**src/rtl/ee_pkg.sv**
```systemverilog
package ee_pkg;
  typedef enum logic [3:0] {
    ST_IDLE,   // waiting for START
    ST_CTRL,   // shifting in control byte
    ST_CACK,   // acknowledging control byte
    ST_ADDR,   // shifting in word address
    ST_AACK,   // acknowledging word address
    ST_WDAT,   // shifting in a data byte
    ST_WACK,   // acknowledging a data byte
    ST_TX,     // driving a read byte
    ST_MACK    // listening for master ACK/NACK
  } ee_state_e;

  function automatic logic code_hit(input logic [7:0] ctrl, input logic [3:0] code);
    return ctrl[7:4] == code;
  endfunction
endpackage

```
**src/rtl/ee_line_sync.sv**
```systemverilog
module ee_line_sync #(
  parameter int STAGES = 2
) (
  input  logic clk,
  input  logic rst_n,
  input  logic scl_i,
  input  logic sda_i,
  output logic scl_lvl,
  output logic sda_lvl,
  output logic scl_rise,
  output logic scl_fall,
  output logic start_det,
  output logic stop_det
);
  // STAGES synchroniser flops plus one history flop per line
  logic [STAGES:0] scl_sr;
  logic [STAGES:0] sda_sr;
  logic            scl_old;
  logic            sda_old;

  always_ff @(posedge clk or negedge rst_n) begin
    if (!rst_n) begin
      scl_sr <= '1;
      sda_sr <= '1;
    end else begin
      scl_sr <= {scl_sr[STAGES-1:0], scl_i};
      sda_sr <= {sda_sr[STAGES-1:0], sda_i};
    end
  end

  assign scl_lvl = scl_sr[STAGES-1];
  assign sda_lvl = sda_sr[STAGES-1];
  assign scl_old = scl_sr[STAGES];
  assign sda_old = sda_sr[STAGES];

  assign scl_rise  = scl_lvl & ~scl_old;
  assign scl_fall  = ~scl_lvl & scl_old;
  assign start_det = scl_lvl & scl_old & sda_old & ~sda_lvl;
  assign stop_det  = scl_lvl & scl_old & ~sda_old & sda_lvl;
endmodule

```
**src/rtl/ee_prog_timer.sv**
```systemverilog
module ee_prog_timer #(
  parameter int CYCLES = 5000
) (
  input  logic clk,
  input  logic rst_n,
  input  logic go,
  output logic busy
);
  localparam int CW = $clog2(CYCLES + 1);

  logic [CW-1:0] left;

  always_ff @(posedge clk or negedge rst_n) begin
    if (!rst_n)            left <= '0;
    else if (go)           left <= CW'(CYCLES);
    else if (left != '0)   left <= left - 1'b1;
  end

  assign busy = (left != '0);
endmodule

```
**src/rtl/ee_word_array.sv**
```systemverilog
module ee_word_array #(
  parameter int AW = 8,
  parameter int DW = 8
) (
  input  logic          clk,
  input  logic          rst_n,
  input  logic          we,
  input  logic [AW-1:0] waddr,
  input  logic [DW-1:0] wdata,
  input  logic [AW-1:0] raddr,
  output logic [DW-1:0] rdata
);
  localparam int DEPTH = 1 << AW;

  logic [DW-1:0] cells [DEPTH];

  for (genvar g = 0; g < DEPTH; g++) begin : g_cell
    always_ff @(posedge clk or negedge rst_n) begin
      if (!rst_n)                            cells[g] <= '0;
      else if (we && waddr == AW'(g))        cells[g] <= wdata;
    end
  end

  assign rdata = cells[raddr];
endmodule

```
**src/rtl/ser_eeprom_slave.sv**
```systemverilog
module ser_eeprom_slave
  import ee_pkg::*;
#(
  parameter logic [3:0] DEV_CODE    = 4'b1010,
  parameter int         AW          = 8,
  parameter int         BUSY_CLKS   = 5000,
  parameter int         SYNC_STAGES = 2
) (
  input  logic clk,
  input  logic rst_n,
  input  logic scl_i,
  input  logic sda_i,
  output logic sda_pull_o
);
  localparam int BW = 8;
  localparam logic [3:0] LAST_BIT = 4'(BW);

  logic scl_lvl, sda_lvl, scl_rise, scl_fall, start_det, stop_det;
  logic busy, prog_go;

  ee_state_e     state;
  logic [3:0]    bitcnt;
  logic [BW-1:0] shreg;
  logic [AW-1:0] ptr;
  logic          pull;
  logic          dirty;    // data byte stored since last START
  logic          rd_mode;
  logic          more;     // master acknowledged the last read byte

  logic          mem_we;
  logic [BW-1:0] rdata;

  ee_line_sync #(.STAGES(SYNC_STAGES)) u_sync (
    .clk      (clk),
    .rst_n    (rst_n),
    .scl_i    (scl_i),
    .sda_i    (sda_i),
    .scl_lvl  (scl_lvl),
    .sda_lvl  (sda_lvl),
    .scl_rise (scl_rise),
    .scl_fall (scl_fall),
    .start_det(start_det),
    .stop_det (stop_det)
  );

  assign prog_go = stop_det & dirty;

  ee_prog_timer #(.CYCLES(BUSY_CLKS)) u_timer (
    .clk  (clk),
    .rst_n(rst_n),
    .go   (prog_go),
    .busy (busy)
  );

  assign mem_we = (state == ST_WDAT) && scl_fall && (bitcnt == LAST_BIT) &&
                  !start_det && !stop_det;

  ee_word_array #(.AW(AW), .DW(BW)) u_array (
    .clk  (clk),
    .rst_n(rst_n),
    .we   (mem_we),
    .waddr(ptr),
    .wdata(shreg),
    .raddr(ptr),
    .rdata(rdata)
  );

  always_ff @(posedge clk or negedge rst_n) begin
    if (!rst_n) begin
      state   <= ST_IDLE;
      bitcnt  <= '0;
      shreg   <= '0;
      ptr     <= '0;
      pull    <= 1'b0;
      dirty   <= 1'b0;
      rd_mode <= 1'b0;
      more    <= 1'b0;
    end else if (start_det) begin
      state  <= ST_CTRL;
      bitcnt <= '0;
      pull   <= 1'b0;
      dirty  <= 1'b0;
    end else if (stop_det) begin
      state <= ST_IDLE;
      pull  <= 1'b0;
      dirty <= 1'b0;
    end else begin
      unique case (state)
        ST_IDLE: ;
        ST_CTRL, ST_ADDR, ST_WDAT: begin
          if (scl_rise && bitcnt != LAST_BIT) begin
            shreg  <= {shreg[BW-2:0], sda_lvl};
            bitcnt <= bitcnt + 1'b1;
          end else if (scl_fall && bitcnt == LAST_BIT) begin
            bitcnt <= '0;
            if (state == ST_CTRL) begin
              if (code_hit(shreg, DEV_CODE) && !busy) begin
                pull    <= 1'b1;
                rd_mode <= shreg[0];
                state   <= ST_CACK;
              end else begin
                state <= ST_IDLE;
              end
            end else if (state == ST_ADDR) begin
              pull  <= 1'b1;
              ptr   <= shreg[AW-1:0];
              state <= ST_AACK;
            end else begin
              pull  <= 1'b1;
              ptr   <= ptr + 1'b1;
              dirty <= 1'b1;
              state <= ST_WACK;
            end
          end
        end
        ST_CACK: begin
          if (scl_fall) begin
            if (rd_mode) begin
              shreg  <= rdata;
              pull   <= ~rdata[BW-1];
              bitcnt <= '0;
              state  <= ST_TX;
            end else begin
              pull  <= 1'b0;
              state <= ST_ADDR;
            end
          end
        end
        ST_AACK, ST_WACK: begin
          if (scl_fall) begin
            pull  <= 1'b0;
            state <= ST_WDAT;
          end
        end
        ST_TX: begin
          if (scl_rise) begin
            bitcnt <= bitcnt + 1'b1;
          end else if (scl_fall) begin
            if (bitcnt == LAST_BIT) begin
              pull  <= 1'b0;
              ptr   <= ptr + 1'b1;
              state <= ST_MACK;
            end else begin
              shreg <= {shreg[BW-2:0], 1'b0};
              pull  <= ~shreg[BW-2];
            end
          end
        end
        ST_MACK: begin
          if (scl_rise) begin
            more <= ~sda_lvl;
          end else if (scl_fall) begin
            if (more) begin
              shreg  <= rdata;
              pull   <= ~rdata[BW-1];
              bitcnt <= '0;
              state  <= ST_TX;
            end else begin
              state <= ST_IDLE;
            end
          end
        end
        default: state <= ST_IDLE;
      endcase
    end
  end

  assign sda_pull_o = pull;
endmodule

```
**config.mk**
```make
export PLATFORM = sky130hd
export DESIGN_NAME = ser_eeprom_slave
export DESIGN_NICKNAME = d
export VERILOG_FILES = /design/src/rtl/ee_pkg.sv /design/src/rtl/ee_line_sync.sv /design/src/rtl/ee_prog_timer.sv /design/src/rtl/ee_word_array.sv /design/src/rtl/ser_eeprom_slave.sv
export SDC_FILE = /design/constraint.sdc
export NUM_CORES = 2
export LEC_CHECK = 0
export ABC_CLOCK_PERIOD_IN_PS = 9200
export BUFFER_PORTS_ARGS = -buffer_cell sky130_fd_sc_hd__buf_2
export CAP_MARGIN = 20
export CELL_PAD_IN_SITES_DETAIL_PLACEMENT = 1
export CELL_PAD_IN_SITES_GLOBAL_PLACEMENT = 2
export CORE_MARGIN = 2
export CORE_UTILIZATION = 40
export DETAILED_ROUTE_END_ITERATION = 8
export PLACE_DENSITY = 0.76
export SETUP_SLACK_MARGIN = 0.5
export SYNTH_ARGS = -nofsm -noshare
export SYNTH_HDL_FRONTEND = slang
export SYNTH_SLANG_ARGS = --single-unit
```
**constraint.sdc**
```tcl
create_clock -name clk -period 9.2 [get_ports clk]
set_input_delay 0.92 -clock clk [delete_from_list [all_inputs] [get_ports clk]]
set_output_delay 0.92 -clock clk [all_outputs]
set_load 0.02 [all_outputs]
```
==> impl_results.md <==
- Status: finished with violations
- Violated checks: hold timing
- Seq. cell area: 52,500 sq um
- CP Class: reg2reg
- Synth-to-layout area growth: 11.2%
- Skew final: 71.6 ps
- Clk sinks: 2,095
- Top Ports: 5
- Nets: 6,017
- Post-Syn Area per Cell: 15.6 sq um
- Tmin final: 4910 ps
- Clk_lat worst skew: 910 ps
- GPL Wtd Cong: 0.787
- Mapped Cells: 6,153
- DRC: 0
- Fin crit share: 0.534
- Worst Tran Pin Value: 1330 ps
- Vias in the first global route: 59,800
- Post-Place Cells: 8,946
- Total vias in the final route: 54,400
- Yosys Warn Count: 0
- Synthesized flop and latch total: 2,095
- Initial drt markers: 3,580
- Setup violators final: 0
- Core Region: 238,000 sq um
- Maxcap violations: 0
- Leak: 49.8 nW
- Multi-input gate area: 41,600 sq um
- CTS max path bufs: 3
- Fraction of registers with async set/reset: 1.00
- Share of cells above drive strength 1: 0.507
- Via density: 5.81
- Worst-path maximum fanout: 88
- Syn Std Cell Area: 96,100 sq um
- Worst EP arrival: 5680 ps
- CP Launch Type: flip-flop
- DP Wirelength: 161,000 microns
- Worst Hold Class: in2async
- Largest net degree at the start of global routing: 236
- Power Density: 190 nW/um^2
- Num rows: 179
- Post-DRT Antenna Nets: 0
- Total wire length: 266,000 microns
- Final hold vios: 6
- CP endpoint kind: flip-flop
- CTS tree: built
- IO Port Bufs: 4
- Count leader, synth: dfrtp_1
- Synth Flop Type: dfrtp_1
- # fillers: 23,000
- Die Area: 244,000 sq um
- Post-CTS resize count: 0
- Post-CTS setup buffers: 0
- Relative max-transition margin: 0.113
- Yosys top cell area share: 0.544
- Die Wd: 494 microns
- Max Slew Vio Count: 0
- Post-synth top area cell: dfrtp_1
- WP data required: 9970 ps
- Non-filler cells, final: 9,373
- H-tree depth: 4
- EDFF count, synth: 0
- Die Ht: 494 microns
- Pre-antenna DRT Iters: 5
- Gr usage total: 0.220
- Register area share after synthesis: 0.546
- Fmax: 0.204 GHz
- Mapped Nets: 6,165
- First-pass GRT wire length: 406,000 microns
- GR Overflow Total: 0
- Final setup TNS: 0 ps
- Num CTS Buffers: 222
- Wire length per cell: 28.4 microns
- Tot Pwr: 20.4 mW
- Initial Util: 0.403
- Post-CTS Hold Buffers: 0
- Max VDD drop: 255 uV
- Distinct cells, synth: 57
- Synth cell count leaders: dfrtp_1 (2,089), mux2_2 (1,899), mux4_2 (520)
- Largest cells by area after synthesis: dfrtp_1 (54%), mux2_2 (22%), mux4_2 (12%)
- Hold WS: -27.2 ps
- Root Buffer: clkbuf_16
- Clk pin slew, worst setup/hold paths: 60 ps
- Initial antenna violation count: 2
- RSZ-0062 raised after global routing: false
-- cells by family (layout without fill, tap and decap cells) --
family / Yosys count / after routing / synth area share
xor gates and xnor gates: 7 / 7 / 0.000638
DFF: 2095 / 2095 / 0.546
adders and majority gates: 8 / 8 / 0.00104
buffers and inverters: 488 / 535 / 0.0228
and+or+nand+nor: 498 / 498 / 0.0341
muxes: 2593 / 2593 / 0.364
other: 0 / 6 / 0
AOI/OAI and AO/OA: 464 / 464 / 0.0314
-- power breakdown --
part | internal [mW] | switching, mW
clock | 5.37 | 3.90
sequential | 9.24 | 0.327
combinational | 0.177 | 1.33
-- cells in the final DEF (no fill, tap or decap), drive strengths merged, types with 21 or more instances in the layout --
| master | Yosys | layout |
|---|---|---|
| a21oi | 147 | 147 |
| nor2 | 191 | 191 |
| clkbuf | 334 | 352 |
| mux2i | 23 | 23 |
| clkinv | 0 | 47 |
| o21ai | 40 | 40 |
| nand2 | 186 | 186 |
| dfrtp | 2089 | 2089 |
| mux4 | 520 | 520 |
| buf | 142 | 104 |
| a22oi | 226 | 226 |
| mux2 | 2050 | 2050 |
| nor4 | 21 | 21 |
-- final timing paths --
path	from	endpoint	slack, ps	depth (start not counted)
min in group clk	sda_i	u_sync.sda_sr[0]	140	1
max	ptr[1]	shreg[5]	4290	9
max reg2reg	ptr[1]	shreg[5]	4290	9
max in group asynchronous	rst_n	u_array.cells[355]	6700	3
min	rst_n	u_array.cells[1784]	-30	1
min reg2reg	u_sync.scl_sr[0]	u_sync.scl_sr[1]	360	0
-- layer usage --
| layer | up-vias | track usage | routed length, microns |
|---|---|---|---|
| met3 | 371 | 0.0345 | 11000 |
| met1 | 30300 | 0.309 | 120000 |
| met5 | - | 0 | 13 |
| met2 | 977 | 0.353 | 127000 |
| met4 | 2 | 0.0636 | 7380 |
| li1 | 22700 | - | - |
-- stage by stage --
stage | utilization | instance area (sq um) | hold WS [ps] | setup WS [ps]
2_1_floorplan | - | 96100 | 345 | 6320
3_3_place_gp | 0.416 | 99100 | 350 | 3820
3_5_place_dp | 0.416 | 99100 | 350 | 4370
4_1_cts | 0.448 | 107000 | 69.5 | 4360
5_1_grt | 0.448 | 107000 | 50.4 | 4310
6_report | 0.448 | 107000 | -27.2 | 4290
-- state kept, by name (all words and copies together), names as in the netlist, 3 cells and up --
register and cells:
u_sync.sda_sr 3, ptr 8, u_timer.left 13, u_array.cells 2048, state 4, u_sync.scl_sr 3
bitcnt 4, shreg 8
-- area by class of cell --
cell class,count,share of cell area
multi-input cells,3570,0.389
repair buffers,104,0.0107
inverters,12,0.000421
diodes,6,0.000140
clock inverters,67,0.00827
well taps,3167,0.0371
flip-flops and latches,2095,0.491
clock buffers,352,0.0634
-- worst max-delay path: stages, from the launching register on --
cell     delay (ps)
dfrtp_4         970
buf_12          480
buf_12          520
mux4_2          430
a22oi_1         310
a21oi_1         200
o41ai_1        1000
o21ai_1         430
o21ai_1         230
a31oi_1         100
Note: power is estimated with default switching activity, not from simulation.
